`config.mk`:
```
export PLATFORM = sky130hd
export DESIGN_NAME = read_miss_router
export DESIGN_NICKNAME = d
export VERILOG_FILES = /design/src/rtl/rtb_pkg.sv /design/src/rtl/rtb_lowest.sv /design/src/rtl/rtb_tag_table.sv /design/src/rtl/rtb_record_store.sv /design/src/rtl/read_miss_router.sv
export SDC_FILE = /design/constraint.sdc
export NUM_CORES = 1
export LEC_CHECK = 0
export CAP_MARGIN = 30
export CORE_MARGIN = 2
export CORE_UTILIZATION = 58
export DETAILED_ROUTE_END_ITERATION = 6
export PLACE_DENSITY = 0.81
export SYNTH_ARGS = -nofsm -noshare
export SYNTH_HDL_FRONTEND = slang
export SYNTH_SLANG_ARGS = --single-unit
```
`constraint.sdc`:
```
create_clock -name clk -period 4.98 [get_ports clk]
set_clock_uncertainty 0.15 [all_clocks]
set_input_delay 0.996 -clock clk [delete_from_list [all_inputs] [get_ports clk]]
set_output_delay 0.996 -clock clk [all_outputs]
set_load 0.01 [all_outputs]
```
`src/rtl/rtb_pkg.sv`:
```
`timescale 1ns/1ps
package rtb_pkg;
    typedef enum logic {
        ST_IDLE  = 1'b0,
        ST_DRAIN = 1'b1
    } rtb_state_e;
endpackage

```
`src/rtl/rtb_lowest.sv`:
```
`timescale 1ns/1ps
module rtb_lowest #(
    parameter int N  = 8,
    parameter int IW = (N > 1) ? $clog2(N) : 1
) (
    input  logic [N-1:0]  vec,
    output logic          found,
    output logic [IW-1:0] idx
);
    always_comb begin
        found = |vec;
        idx   = '0;
        for (int i = N - 1; i >= 0; i--) begin
            if (vec[i]) idx = IW'(i);
        end
    end
endmodule

```
`src/rtl/rtb_tag_table.sv`:
```
`timescale 1ns/1ps
module rtb_tag_table #(
    parameter int NTAG   = 8,
    parameter int LINE_W = 10,
    parameter int TAG_W  = (NTAG > 1) ? $clog2(NTAG) : 1
) (
    input  logic              clk,
    input  logic              rst_n,
    input  logic [LINE_W-1:0] look_line,
    input  logic              alloc_en,
    input  logic              free_en,
    input  logic [TAG_W-1:0]  free_tag,
    output logic              hit,
    output logic [TAG_W-1:0]  hit_tag,
    output logic              tag_avail,
    output logic [TAG_W-1:0]  alloc_tag,
    output logic [NTAG-1:0]   busy
);
    logic [LINE_W-1:0] line_q [NTAG];
    logic [NTAG-1:0]   match;

    for (genvar g = 0; g < NTAG; g++) begin : g_cmp
        assign match[g] = busy[g] && (line_q[g] == look_line);
    end

    rtb_lowest #(.N(NTAG), .IW(TAG_W)) u_hit  (.vec(match), .found(hit),       .idx(hit_tag));
    rtb_lowest #(.N(NTAG), .IW(TAG_W)) u_free (.vec(~busy), .found(tag_avail), .idx(alloc_tag));

    always_ff @(posedge clk) begin
        if (!rst_n) begin
            busy <= '0;
            for (int i = 0; i < NTAG; i++) line_q[i] <= '0;
        end else begin
            if (alloc_en) begin
                busy[alloc_tag]   <= 1'b1;
                line_q[alloc_tag] <= look_line;
            end
            if (free_en) busy[free_tag] <= 1'b0;
        end
    end

    AST_TAG_ALLOC_FREE: assert property (@(posedge clk) disable iff (!rst_n)
        alloc_en |-> tag_avail);
    AST_TAG_FREE_BUSY: assert property (@(posedge clk) disable iff (!rst_n)
        free_en |-> busy[free_tag]);
    AST_LINE_UNIQUE: assert property (@(posedge clk) disable iff (!rst_n)
        $onehot0(match));
endmodule

```
`src/rtl/rtb_record_store.sv`:
```
`timescale 1ns/1ps
module rtb_record_store #(
    parameter int NREC  = 8,
    parameter int TAG_W = 3,
    parameter int OFS_W = 2,
    parameter int DST_W = 5,
    parameter int RI_W  = (NREC > 1) ? $clog2(NREC) : 1
) (
    input  logic             clk,
    input  logic             rst_n,
    input  logic             wr_en,
    input  logic [TAG_W-1:0] wr_tag,
    input  logic [OFS_W-1:0] wr_ofs,
    input  logic [DST_W-1:0] wr_dst,
    input  logic [TAG_W-1:0] sel_tag,
    input  logic             clr_en,
    output logic             slot_avail,
    output logic             pick_found,
    output logic [RI_W-1:0]  pick_idx,
    output logic [OFS_W-1:0] pick_ofs,
    output logic [DST_W-1:0] pick_dst,
    output logic             pick_last
);
    logic [NREC-1:0]  used;
    logic [TAG_W-1:0] tag_q [NREC];
    logic [OFS_W-1:0] ofs_q [NREC];
    logic [DST_W-1:0] dst_q [NREC];
    logic [NREC-1:0]  sel;
    logic [RI_W-1:0]  wr_idx;

    for (genvar g = 0; g < NREC; g++) begin : g_sel
        assign sel[g] = used[g] && (tag_q[g] == sel_tag);
    end

    rtb_lowest #(.N(NREC), .IW(RI_W)) u_slot (.vec(~used), .found(slot_avail), .idx(wr_idx));
    rtb_lowest #(.N(NREC), .IW(RI_W)) u_pick (.vec(sel),   .found(pick_found), .idx(pick_idx));

    assign pick_ofs  = ofs_q[pick_idx];
    assign pick_dst  = dst_q[pick_idx];
    assign pick_last = ($countones(sel) == 1);

    always_ff @(posedge clk) begin
        if (!rst_n) begin
            used <= '0;
            for (int i = 0; i < NREC; i++) begin
                tag_q[i] <= '0;
                ofs_q[i] <= '0;
                dst_q[i] <= '0;
            end
        end else begin
            if (wr_en) begin
                used[wr_idx]  <= 1'b1;
                tag_q[wr_idx] <= wr_tag;
                ofs_q[wr_idx] <= wr_ofs;
                dst_q[wr_idx] <= wr_dst;
            end
            if (clr_en) used[pick_idx] <= 1'b0;
        end
    end

    AST_REC_WR_FREE: assert property (@(posedge clk) disable iff (!rst_n)
        wr_en |-> slot_avail);
    AST_REC_NO_WR_CLR: assert property (@(posedge clk) disable iff (!rst_n)
        !(wr_en && clr_en));
endmodule

```
`src/rtl/read_miss_router.sv`:
```
`timescale 1ns/1ps
module read_miss_router
    import rtb_pkg::*;
#(
    parameter int NREC   = 8,
    parameter int NTAG   = 8,
    parameter int LINE_W = 10,
    parameter int OFS_W  = 2,
    parameter int DST_W  = 5,
    parameter int WORD_W = 16,
    localparam int TAG_W   = (NTAG > 1) ? $clog2(NTAG) : 1,
    localparam int RI_W    = (NREC > 1) ? $clog2(NREC) : 1,
    localparam int NWORD   = 1 << OFS_W,
    localparam int LDATA_W = NWORD * WORD_W
) (
    input  logic               clk,
    input  logic               rst_n,
    input  logic               req_valid,
    input  logic [LINE_W-1:0]  req_line,
    input  logic [OFS_W-1:0]   req_ofs,
    input  logic [DST_W-1:0]   req_dst,
    output logic               req_ack,
    output logic               req_reject,
    output logic               mem_req_valid,
    output logic [TAG_W-1:0]   mem_req_tag,
    output logic [LINE_W-1:0]  mem_req_line,
    input  logic               rsp_valid,
    input  logic [TAG_W-1:0]   rsp_tag,
    input  logic [LDATA_W-1:0] rsp_data,
    output logic               rsp_ready,
    output logic               rsp_err,
    output logic               wb_valid,
    output logic [DST_W-1:0]   wb_dst,
    output logic [WORD_W-1:0]  wb_data
);
    rtb_state_e         state_q, state_d;
    logic [TAG_W-1:0]   cur_tag_q;
    logic [LDATA_W-1:0] line_q;

    logic               hit, tag_avail, slot_avail;
    logic [TAG_W-1:0]   hit_tag, alloc_tag;
    logic [NTAG-1:0]    tag_busy;
    logic               pick_found, pick_last;
    logic [RI_W-1:0]    pick_idx;
    logic [OFS_W-1:0]   pick_ofs;
    logic [DST_W-1:0]   pick_dst;
    logic               rsp_take, offer, clr_en, free_en;

    rtb_tag_table #(.NTAG(NTAG), .LINE_W(LINE_W), .TAG_W(TAG_W)) u_tags (
        .clk(clk), .rst_n(rst_n), .look_line(req_line),
        .alloc_en(mem_req_valid), .free_en(free_en), .free_tag(cur_tag_q),
        .hit(hit), .hit_tag(hit_tag), .tag_avail(tag_avail),
        .alloc_tag(alloc_tag), .busy(tag_busy)
    );

    rtb_record_store #(.NREC(NREC), .TAG_W(TAG_W), .OFS_W(OFS_W),
                       .DST_W(DST_W), .RI_W(RI_W)) u_recs (
        .clk(clk), .rst_n(rst_n), .wr_en(req_ack),
        .wr_tag(hit ? hit_tag : alloc_tag), .wr_ofs(req_ofs), .wr_dst(req_dst),
        .sel_tag(cur_tag_q), .clr_en(clr_en), .slot_avail(slot_avail),
        .pick_found(pick_found), .pick_idx(pick_idx), .pick_ofs(pick_ofs),
        .pick_dst(pick_dst), .pick_last(pick_last)
    );

    // state register
    always_ff @(posedge clk) begin
        if (!rst_n) begin
            state_q   <= ST_IDLE;
            cur_tag_q <= '0;
            line_q    <= '0;
        end else begin
            state_q <= state_d;
            if (rsp_take) begin
                cur_tag_q <= rsp_tag;
                line_q    <= rsp_data;
            end
        end
    end

    // next state and outputs
    always_comb begin
        state_d       = state_q;
        rsp_ready     = 1'b0;
        rsp_take      = 1'b0;
        rsp_err       = 1'b0;
        offer         = 1'b0;
        clr_en        = 1'b0;
        free_en       = 1'b0;
        unique case (state_q)
            ST_IDLE: begin
                rsp_ready = 1'b1;
                rsp_take  = rsp_valid && tag_busy[rsp_tag];
                rsp_err   = rsp_valid && !tag_busy[rsp_tag];
                offer     = req_valid && !rsp_take;
                if (rsp_take) state_d = ST_DRAIN;             // T_TAKE
            end
            ST_DRAIN: begin
                clr_en  = pick_found;
                free_en = pick_found && pick_last;
                if (!pick_found || pick_last) state_d = ST_IDLE; // T_LAST, else T_MORE
            end
            default: state_d = ST_IDLE;
        endcase
        req_ack       = offer && slot_avail && (hit || tag_avail);
        req_reject    = offer && !(slot_avail && (hit || tag_avail));
        mem_req_valid = req_ack && !hit;
        mem_req_tag   = alloc_tag;
        mem_req_line  = req_line;
        wb_valid      = clr_en;
        wb_dst        = pick_dst;
        wb_data       = line_q[int'(pick_ofs) * WORD_W +: WORD_W];
    end

    AST_ACK_REJECT_EXCL: assert property (@(posedge clk) disable iff (!rst_n)
        !(req_ack && req_reject));
    AST_DRAIN_HAS_WORK: assert property (@(posedge clk) disable iff (!rst_n)
        (state_q == ST_DRAIN) |-> pick_found);
    AST_DRAIN_ASCEND: assert property (@(posedge clk) disable iff (!rst_n)
        (wb_valid && $past(wb_valid)) |-> (pick_idx > $past(pick_idx)));
    AST_DRAIN_HOLDS_REQ: assert property (@(posedge clk) disable iff (!rst_n)
        wb_valid |-> !req_ack && !req_reject && !rsp_ready);
    AST_ERR_NO_WB: assert property (@(posedge clk) disable iff (!rst_n)
        rsp_err |=> !wb_valid);
    AST_TAKE_NO_MEMREQ: assert property (@(posedge clk) disable iff (!rst_n)
        (rsp_valid && rsp_ready && !rsp_err) |-> !mem_req_valid);
endmodule

```
# Word level (Yosys, flattened, before mapping)
# Memory sizes are Yosys's and may differ from the RTL's.
# Index checks and enable logic that the tools add are counted.
totals:
  ff_bits: 84
  latch_bits: 0
  ram_bits: 160
  mem_bits_ro: 0
  output_inout_bits: 40
  n_memories: 4
classes:
  add_sub_neg: 7
  mul: 0
  div: 0
  order_cmp: 9
  eq_ne: 17
  n_shift: 1
  muxes: 77
  bitwise_logic: 9
  reduce_logical: 44
memory_table:
  columns: ["name", "depth", "width", "read_ports", "rd_ports_with_merged_regs", "wr", "line_no", "rtl"]
  rows:
  - ["u_tags.line_q", 8, 10, 8, 0, 8, "rtb_tag_table.sv:19", "logic [LINE_W-1:0] line_q [NTAG];"]
  - ["u_recs.dst_q", 8, 5, 1, 0, 8, "rtb_record_store.sv:27", "logic [DST_W-1:0] dst_q [NREC];"]
  - ["u_recs.tag_q", 8, 3, 8, 0, 8, "rtb_record_store.sv:25", "logic [TAG_W-1:0] tag_q [NREC];"]
  - ["u_recs.ofs_q", 8, 2, 1, 0, 8, "rtb_record_store.sv:26", "logic [OFS_W-1:0] ofs_q [NREC];"]
ops:
  columns: ["op", "count"]
  rows:
  - ["2-to-1 mux 3 bit", 38]
  - ["adder 32 bit", 3]
  - ["== test 10 bit", 8]
  - ["indexed part select 64 x 7 -> 16 bit", 1]
  - ["2-to-1 mux 8 bit", 6]
  - ["== test 32 x 2 -> 1 bit (second input constant)", 1]
  - ["inverter 8 bit", 4]
  - ["OR reduction 8 bit", 4]
  - ["logical AND 1 bit", 29]
  - ["== test 3 bit", 8]
  - ["2-to-1 mux 1 bit", 24]
  - ["less-than comparator 3 x 4 -> 1 bit (second input constant)", 5]
  - ["bitwise AND 8 bit", 2]
  - ["OR 8 bit", 2]
  - ["demux 1 bit (select 3 bit)", 4]
  - ["greater-or-equal comparator 3 x 1 -> 1 bit (second input constant)", 4]
  - ["2-to-1 mux 10 bit", 1]
  - ["OR reduction 10 bit", 1]
  - ["adder 1 x 1 -> 2 bit", 4]
  - ["zero test 1 bit", 5]
  - ["2-to-1 mux 5 bit", 1]
  - ["OR reduction 5 bit", 1]
  - ["binary-select mux 1 bit (select 3 bit)", 1]
  - ["OR reduction 3 bit", 1]
  - ["other kinds (5)", 6]

# Longest topological paths before layout
# Gate-level depths: netlist (run 1).
logic_depth:
  ltp_word: 18
  ltp_mapped: 17
  mapped_depth_nobuf: 15

# Cells and area by module
# Synthesis (run 1) repeated with hierarchy kept, for this count alone.
hier_totals:
  hier_cells: 1061
  area_unflattened_um2: 12318.1
modules_own_cells:
  columns: ["mod", "instances", "cells_per_inst", "area_each_um2", "seq_area_each_um2"]
  rows:
  - ["rtb_tag_table", 1, 355, 4357.9, 2562.5]
  - ["rtb_record_store", 1, 305, 4326.6, 2562.5]
  - ["read_miss_router", 1, 349, 3308.2, 1361.3]
  - ["rtb_lowest", 4, 13, 81.3, 0.0]

# Worst setup path after synthesis (run 1)
# Ideal clock, no wire load.
synth_path:
  path_type: "reg-to-reg"
  from: "register cur_tag_q[0]"
  to: "register u_tags.busy[0]"
  arrival_ps: 4058
  t_required_ps: 4711
  slack_ps: 652
  path_stages_with_launch: 17
  cell_sequence: "dfxtp_1 -> buf_6 -> buf_6 -> xnor2_2 -> nand4_4 -> inv_2 -> ha_1 -> fa_1 -> inv_1 -> fa_1 -> inv_1 -> ha_1 -> fa_1 -> or4b_2 -> or3_1 -> o31ai_1 -> nor2_1"
synth_between:
  elab_chain_cells: 9
  word_cells_on_any_way: 35
  classes_between: "add/sub (7); order compare (2); eq/ne (9); mux (4); bitwise (2); reduce/logical (11)"
synth_lines:
  columns: ["item", "line_no", "rtl"]
  rows:
  - ["start, declared", "read_miss_router.sv:37", "logic [TAG_W-1:0] cur_tag_q;"]
  - ["start signal, assigned", "read_miss_router.sv:74", "cur_tag_q <= rsp_tag;"]
  - ["== test 3 bit", "rtb_record_store.sv:32", "assign sel[g] = used[g] && (tag_q[g] == sel_tag);"]
  - ["logical AND 1 bit", "rtb_record_store.sv:32", null]
  - ["adder 1 x 1 -> 2 bit (not written as such)", "rtb_record_store.sv:40", "assign pick_last = ($countones(sel) == 1);"]
  - ["adder 32 bit (not written as such) (2 in a row)", "rtb_record_store.sv:40", null]
  - ["== test 32 x 2 -> 1 bit", "rtb_record_store.sv:40", null]
  - ["logical AND 1 bit", "read_miss_router.sv:99", "free_en = pick_found && pick_last;"]
  - ["2-to-1 mux 1 bit", "read_miss_router.sv:89", "unique case (state_q)"]
  - ["2-to-1 mux 8 bit (*)", "rtb_tag_table.sv:38", "if (free_en) busy[free_tag] <= 1'b0;"]
  - ["end signal, assigned", "rtb_tag_table.sv:31", "busy <= '0;"]
  - ["end signal, assigned by index", "rtb_tag_table.sv:35", "busy[alloc_tag] <= 1'b1;"]
  - ["end signal, assigned by index", "rtb_tag_table.sv:38", null]
  - ["end, declared", "rtb_tag_table.sv:17", "output logic [NTAG-1:0] busy"]
# Every way passes the cells marked *; elsewhere a longest branch is shown, timed or not.
# A chain may end at the register's enable or synchronous reset.

# Worst setup path in the final report (run 1)
layout_path:
  from: "register cur_tag_q[1]"
  to: "output port wb_data[13]"
layout_between:
  elab_chain_cells: 12
  word_cells_on_any_way: 26
  classes_between: "eq/ne (8); shift (1); mux (8); reduce/logical (8); memory (1)"
layout_lines:
  columns: ["item", "line_no", "rtl"]
  rows:
  - ["== test 3 bit", "rtb_record_store.sv:32", null]
  - ["logical AND 1 bit", "rtb_record_store.sv:32", null]
  - ["2-to-1 mux 3 bit (7 in a row)", "rtb_lowest.sv:14", "if (vec[i]) idx = IW'(i);"]
  - ["2-to-1 mux 3 bit (*)", "rtb_lowest.sv:14", null]
  - ["memory (8 x 2 bit) (*)", null, null]
  - ["indexed part select 64 x 7 -> 16 bit (*)", "read_miss_router.sv:111", "wb_data = line_q[int'(pick_ofs) * WORD_W +: WORD_W];"]
  - ["end, declared", "read_miss_router.sv:34", "output logic [WORD_W-1:0] wb_data"]
# Marked as above.

==> results of run 1 <==
-- timing repair --
| item | in CTS | in global routing |
|---|---|---|
| gates cloned | 1 | 0 |
| pin swaps | 3 | 1 |
| setup endpoints to repair | 21 | 14 |
| endpoints found under the hold margin | 0 | 0 |
| gates resized for setup | 22 | 6 |
| setup buffers | 8 | 1 |
| hold buffers | 0 | 0 |
-- final cells by class --
type,count,area (µm²),area share (%)
clock inverters,14,123.9,0.8160
inverters,26,100.1,0.6594
multi-input cells,850,5585,36.79
flip-flops and latches,244,6490,42.75
diodes,1,2.502,0.01648
repair buffers,182,1852,12.20
well taps,280,350.3,2.308
clock buffers,33,676.9,4.459
-- report_power, final --
part	internal (mW)	leakage [nW]	switching (mW)
logic	0.240	2.67	0.240
registers	2.23	2.33	0.0378
clock network	1.06	0.393	0.766
total	3.53	5.39	1.04
-- synth_stat cells, types with 14 or more instances --
master / number / area [µm²]
nor3_1: 14 / 70.07
nand2_1: 210 / 788.3
mux2i_1: 48 / 480.5
and2_1: 136 / 850.8
buf_2: 16 / 80.08
a21oi_1: 32 / 160.2
nand3_1: 14 / 70.07
a21boi_0: 71 / 533.0
xnor2_1: 99 / 867.1
nand4_1: 24 / 150.1
inv_1: 21 / 78.83
edfxtp_1: 160 / 4805
nor2_1: 59 / 221.5
dfxtp_1: 84 / 1682
o21ai_0: 25 / 125.1
buf_4: 26 / 195.2
clkbuf_1: 28 / 105.1
-- final timing paths --
kind / start / end / slack, ns / cells past startpoint
max reg2reg: cur_tag_q[1] / u_tags.busy[0] / 0.14 / 16
min reg2reg: line_q[2] / line_q[2] / 0.31 / 2
max: cur_tag_q[1] / wb_data[13] / -0.06 / 14
min: line_q[2] / line_q[2] / 0.31 / 2
-- flip-flops by register name (all words and copies together), names as in the netlist --
register       flops
u_tags.line_q     80
state_q            1
u_recs.ofs_q      16
u_recs.used        8
u_tags.busy        8
cur_tag_q          3
line_q            64
u_recs.dst_q      40
u_recs.tag_q      24
-- worst reg2reg max path, cell delays in order, from the launching register on --
cell and delay, ns:
dfxtp_1 0.33, buf_12 0.16, xnor2_1 0.23, nand4_1 0.29, buf_4 0.24, buf_4 0.12
ha_1 0.27, inv_1 0.05, fa_1 0.39, fa_1 0.53, inv_1 0.05, ha_1 0.20
fa_1 0.42, or4b_2 0.67, or3_4 0.37, o31ai_1 0.19, nor2_1 0.06
-- logic make-up after synthesis --
group,after synthesis
simple gates,515
flops,244
compound gates,164
buf+inv,112
xor+xnor,104
mux,51
fa+ha+maj,16
-- layer usage --
metal | part of all wire [%] | wire length, µm
met1 | 41 | 12250
met2 | 48 | 14420
met3 | 7.4 | 2203
met5 | 0 | 0
met4 | 3.1 | 918
-- cells in the final DEF, fill, tap and decap left out, types with 13 or more instances in the layout --
cell / Yosys / routed
nand2_1: 210 / 210
nand3_1: 14 / 13
dfxtp_1: 84 / 83
nor3_1: 14 / 13
clkbuf_16: 0 / 26
edfxtp_1: 160 / 160
a21boi_0: 71 / 71
inv_1: 21 / 20
clkdlybuf4s50_1: 0 / 115
o21ai_0: 25 / 25
nand4_1: 24 / 24
xnor2_1: 99 / 98
mux2i_1: 48 / 48
buf_4: 26 / 41
nor2_1: 59 / 59
a21oi_1: 32 / 32
and2_1: 136 / 136
-- through the flow --
stage	worst slack, ns	cell area (µm²)	cells	hold WS, ns	utilization, %
2_1_floorplan	0.6522	12650	1206	0.2928	-
3_3_place_gp	0.1902	14220	1572	0.3014	65.77
3_5_place_dp	0.1317	14220	1572	0.3077	65.77
4_1_cts	0.02889	15150	1628	0.3155	70.05
5_1_grt	-0.2172	15180	1630	0.3357	70.21
6_report	-0.06029	15180	1630	0.3120	70.21
==> results_dict.tcl, run 1 <==
set metrics [dict create \
    end_kind "primary output" \
    grt_util_met1_pct 34.03 \
    finalPower_mw 4.571 \
    synth_edf_count 160 \
    wl_per_cell_um 18.27 \
    top_usage_layer "met2" \
    syn_nets 1310 \
    chipHeight_um 151.7 \
    drt-total-wl_um 29780 \
    tightest_slew_ns 0.8898 \
    vias 9221 \
    clkTransAtPathRegs_ns 0.06 \
    cts_buffers 26 \
    critical_path_buf_inv_count 5 \
    synth_xor_area_share_pct 7.496 \
    setup_violations 5 \
    rsz0062_at_grt "yes" \
    synth_mux_area_share_pct 4.242 \
    drtAntennaViolNets 0 \
    cts_tree "built" \
    die-area_mm2 0.02301 \
    ios 128 \
    power_density_mw_per_mm2 301.1 \
    synth-main-ff-cell "edfxtp_1" \
    ys_warn_count 0 \
    synth_seq_area_share_pct 51.27 \
    antenna_found_initial 1 \
    max_cap_violations 0 \
    worstSetupPathType "reg -> out" \
    cts_root_buf "clkbuf_16" \
    ir_drop_mv 0.3431 \
    synth_cell_types 66 \
    drt_iter0_drc 745 \
    critical_path_arrival_ns 3.89 \
    dr.pass1.iters 5 \
    core_area_mm2 0.02162 \
    grt_max_degree 93 \
    grtUsageMet3_pct 4.012 \
    start_util_pct 58.52 \
    area_growth_pct 19.99 \
    start_kind "flop" \
    cp_top_family "buffers and inverters" \
    htree_levels 1 \
    grt-ovfl-total 0 \
    final_layout_size_suffix_gt1_share_pct 10.90 \
    synth.cell_area_mm2 0.01265 \
    async_reset_ff_share_pct 0 \
    synth.avg_cell_area_um2 10.49 \
    grt_pass1_wl_um 45850 \
    worstSkewPairLatency_ns 0.53 \
    critPathMaxStageDelay_ns 0.49 \
    status "finished, violations left" \
    fmax_mhz 198.4 \
    use_met2_pct 42.36 \
    drc 0 \
    cp_slowest_cell "clkdlybuf4s50_1" \
    io_buffers 127 \
    synth_cells 1206 \
    cts_sinks 244 \
    synth_fa_ha_area_share_pct 1.820 \
    violations "negative setup slack" \
    chipWidth_um 151.7 \
    slew_violations 0 \
    hold_violations 0 \
    synth-simple-area-share_pct 21.05 \
    period_share_pct 101.2 \
    grt_util_all_layers_pct 25.46 \
    required_ns 3.83 \
    viasPerCell 5.657 \
    max_slew_margin_pct 40.23 \
    synth_compound_area_share_pct 9.138 \
    worst-path-max-fanout 16 \
    p_leak_nw 5.389 \
    layout_setup_ws_ns -0.06029 \
    hold_path.class "reg -> reg" \
    fillCellCount 1542 \
    synth-seq-cells 244 \
    path_cells "buf_12 -> xnor2_1 -> nand4_1 -> buf_4 -> ha_1 -> nor2b_1 -> nand4_1 -> o311ai_1 -> nor4_4 -> buf_4 -> buf_12 -> mux2i_1 -> mux2i_1 -> clkdlybuf4s50_1" \
    fin_nets 1434 \
    finalCriticalPeriod_ns 5.040 \
    fp-row-count 54 \
    hpwl_um 19690 \
    synth_top_family_by_area "simple AND/OR/NAND/NOR gates" \
    tns_ns -0.1781 \
    grt_pass1_vias 8932 \
    gp_congestion 0.9056 \
    cts_buffer_depth 3 \
]
(Power assumes the default switching activity.)
==> inputs of run 2 (changes only) <==
- GPL_ROUTABILITY_DRIVEN: not set -> 0
- SLEW_MARGIN: not set -> 10
==> results of run 2 <==
Same layout as run 1: the final DEF is identical, and so are final timing and power.
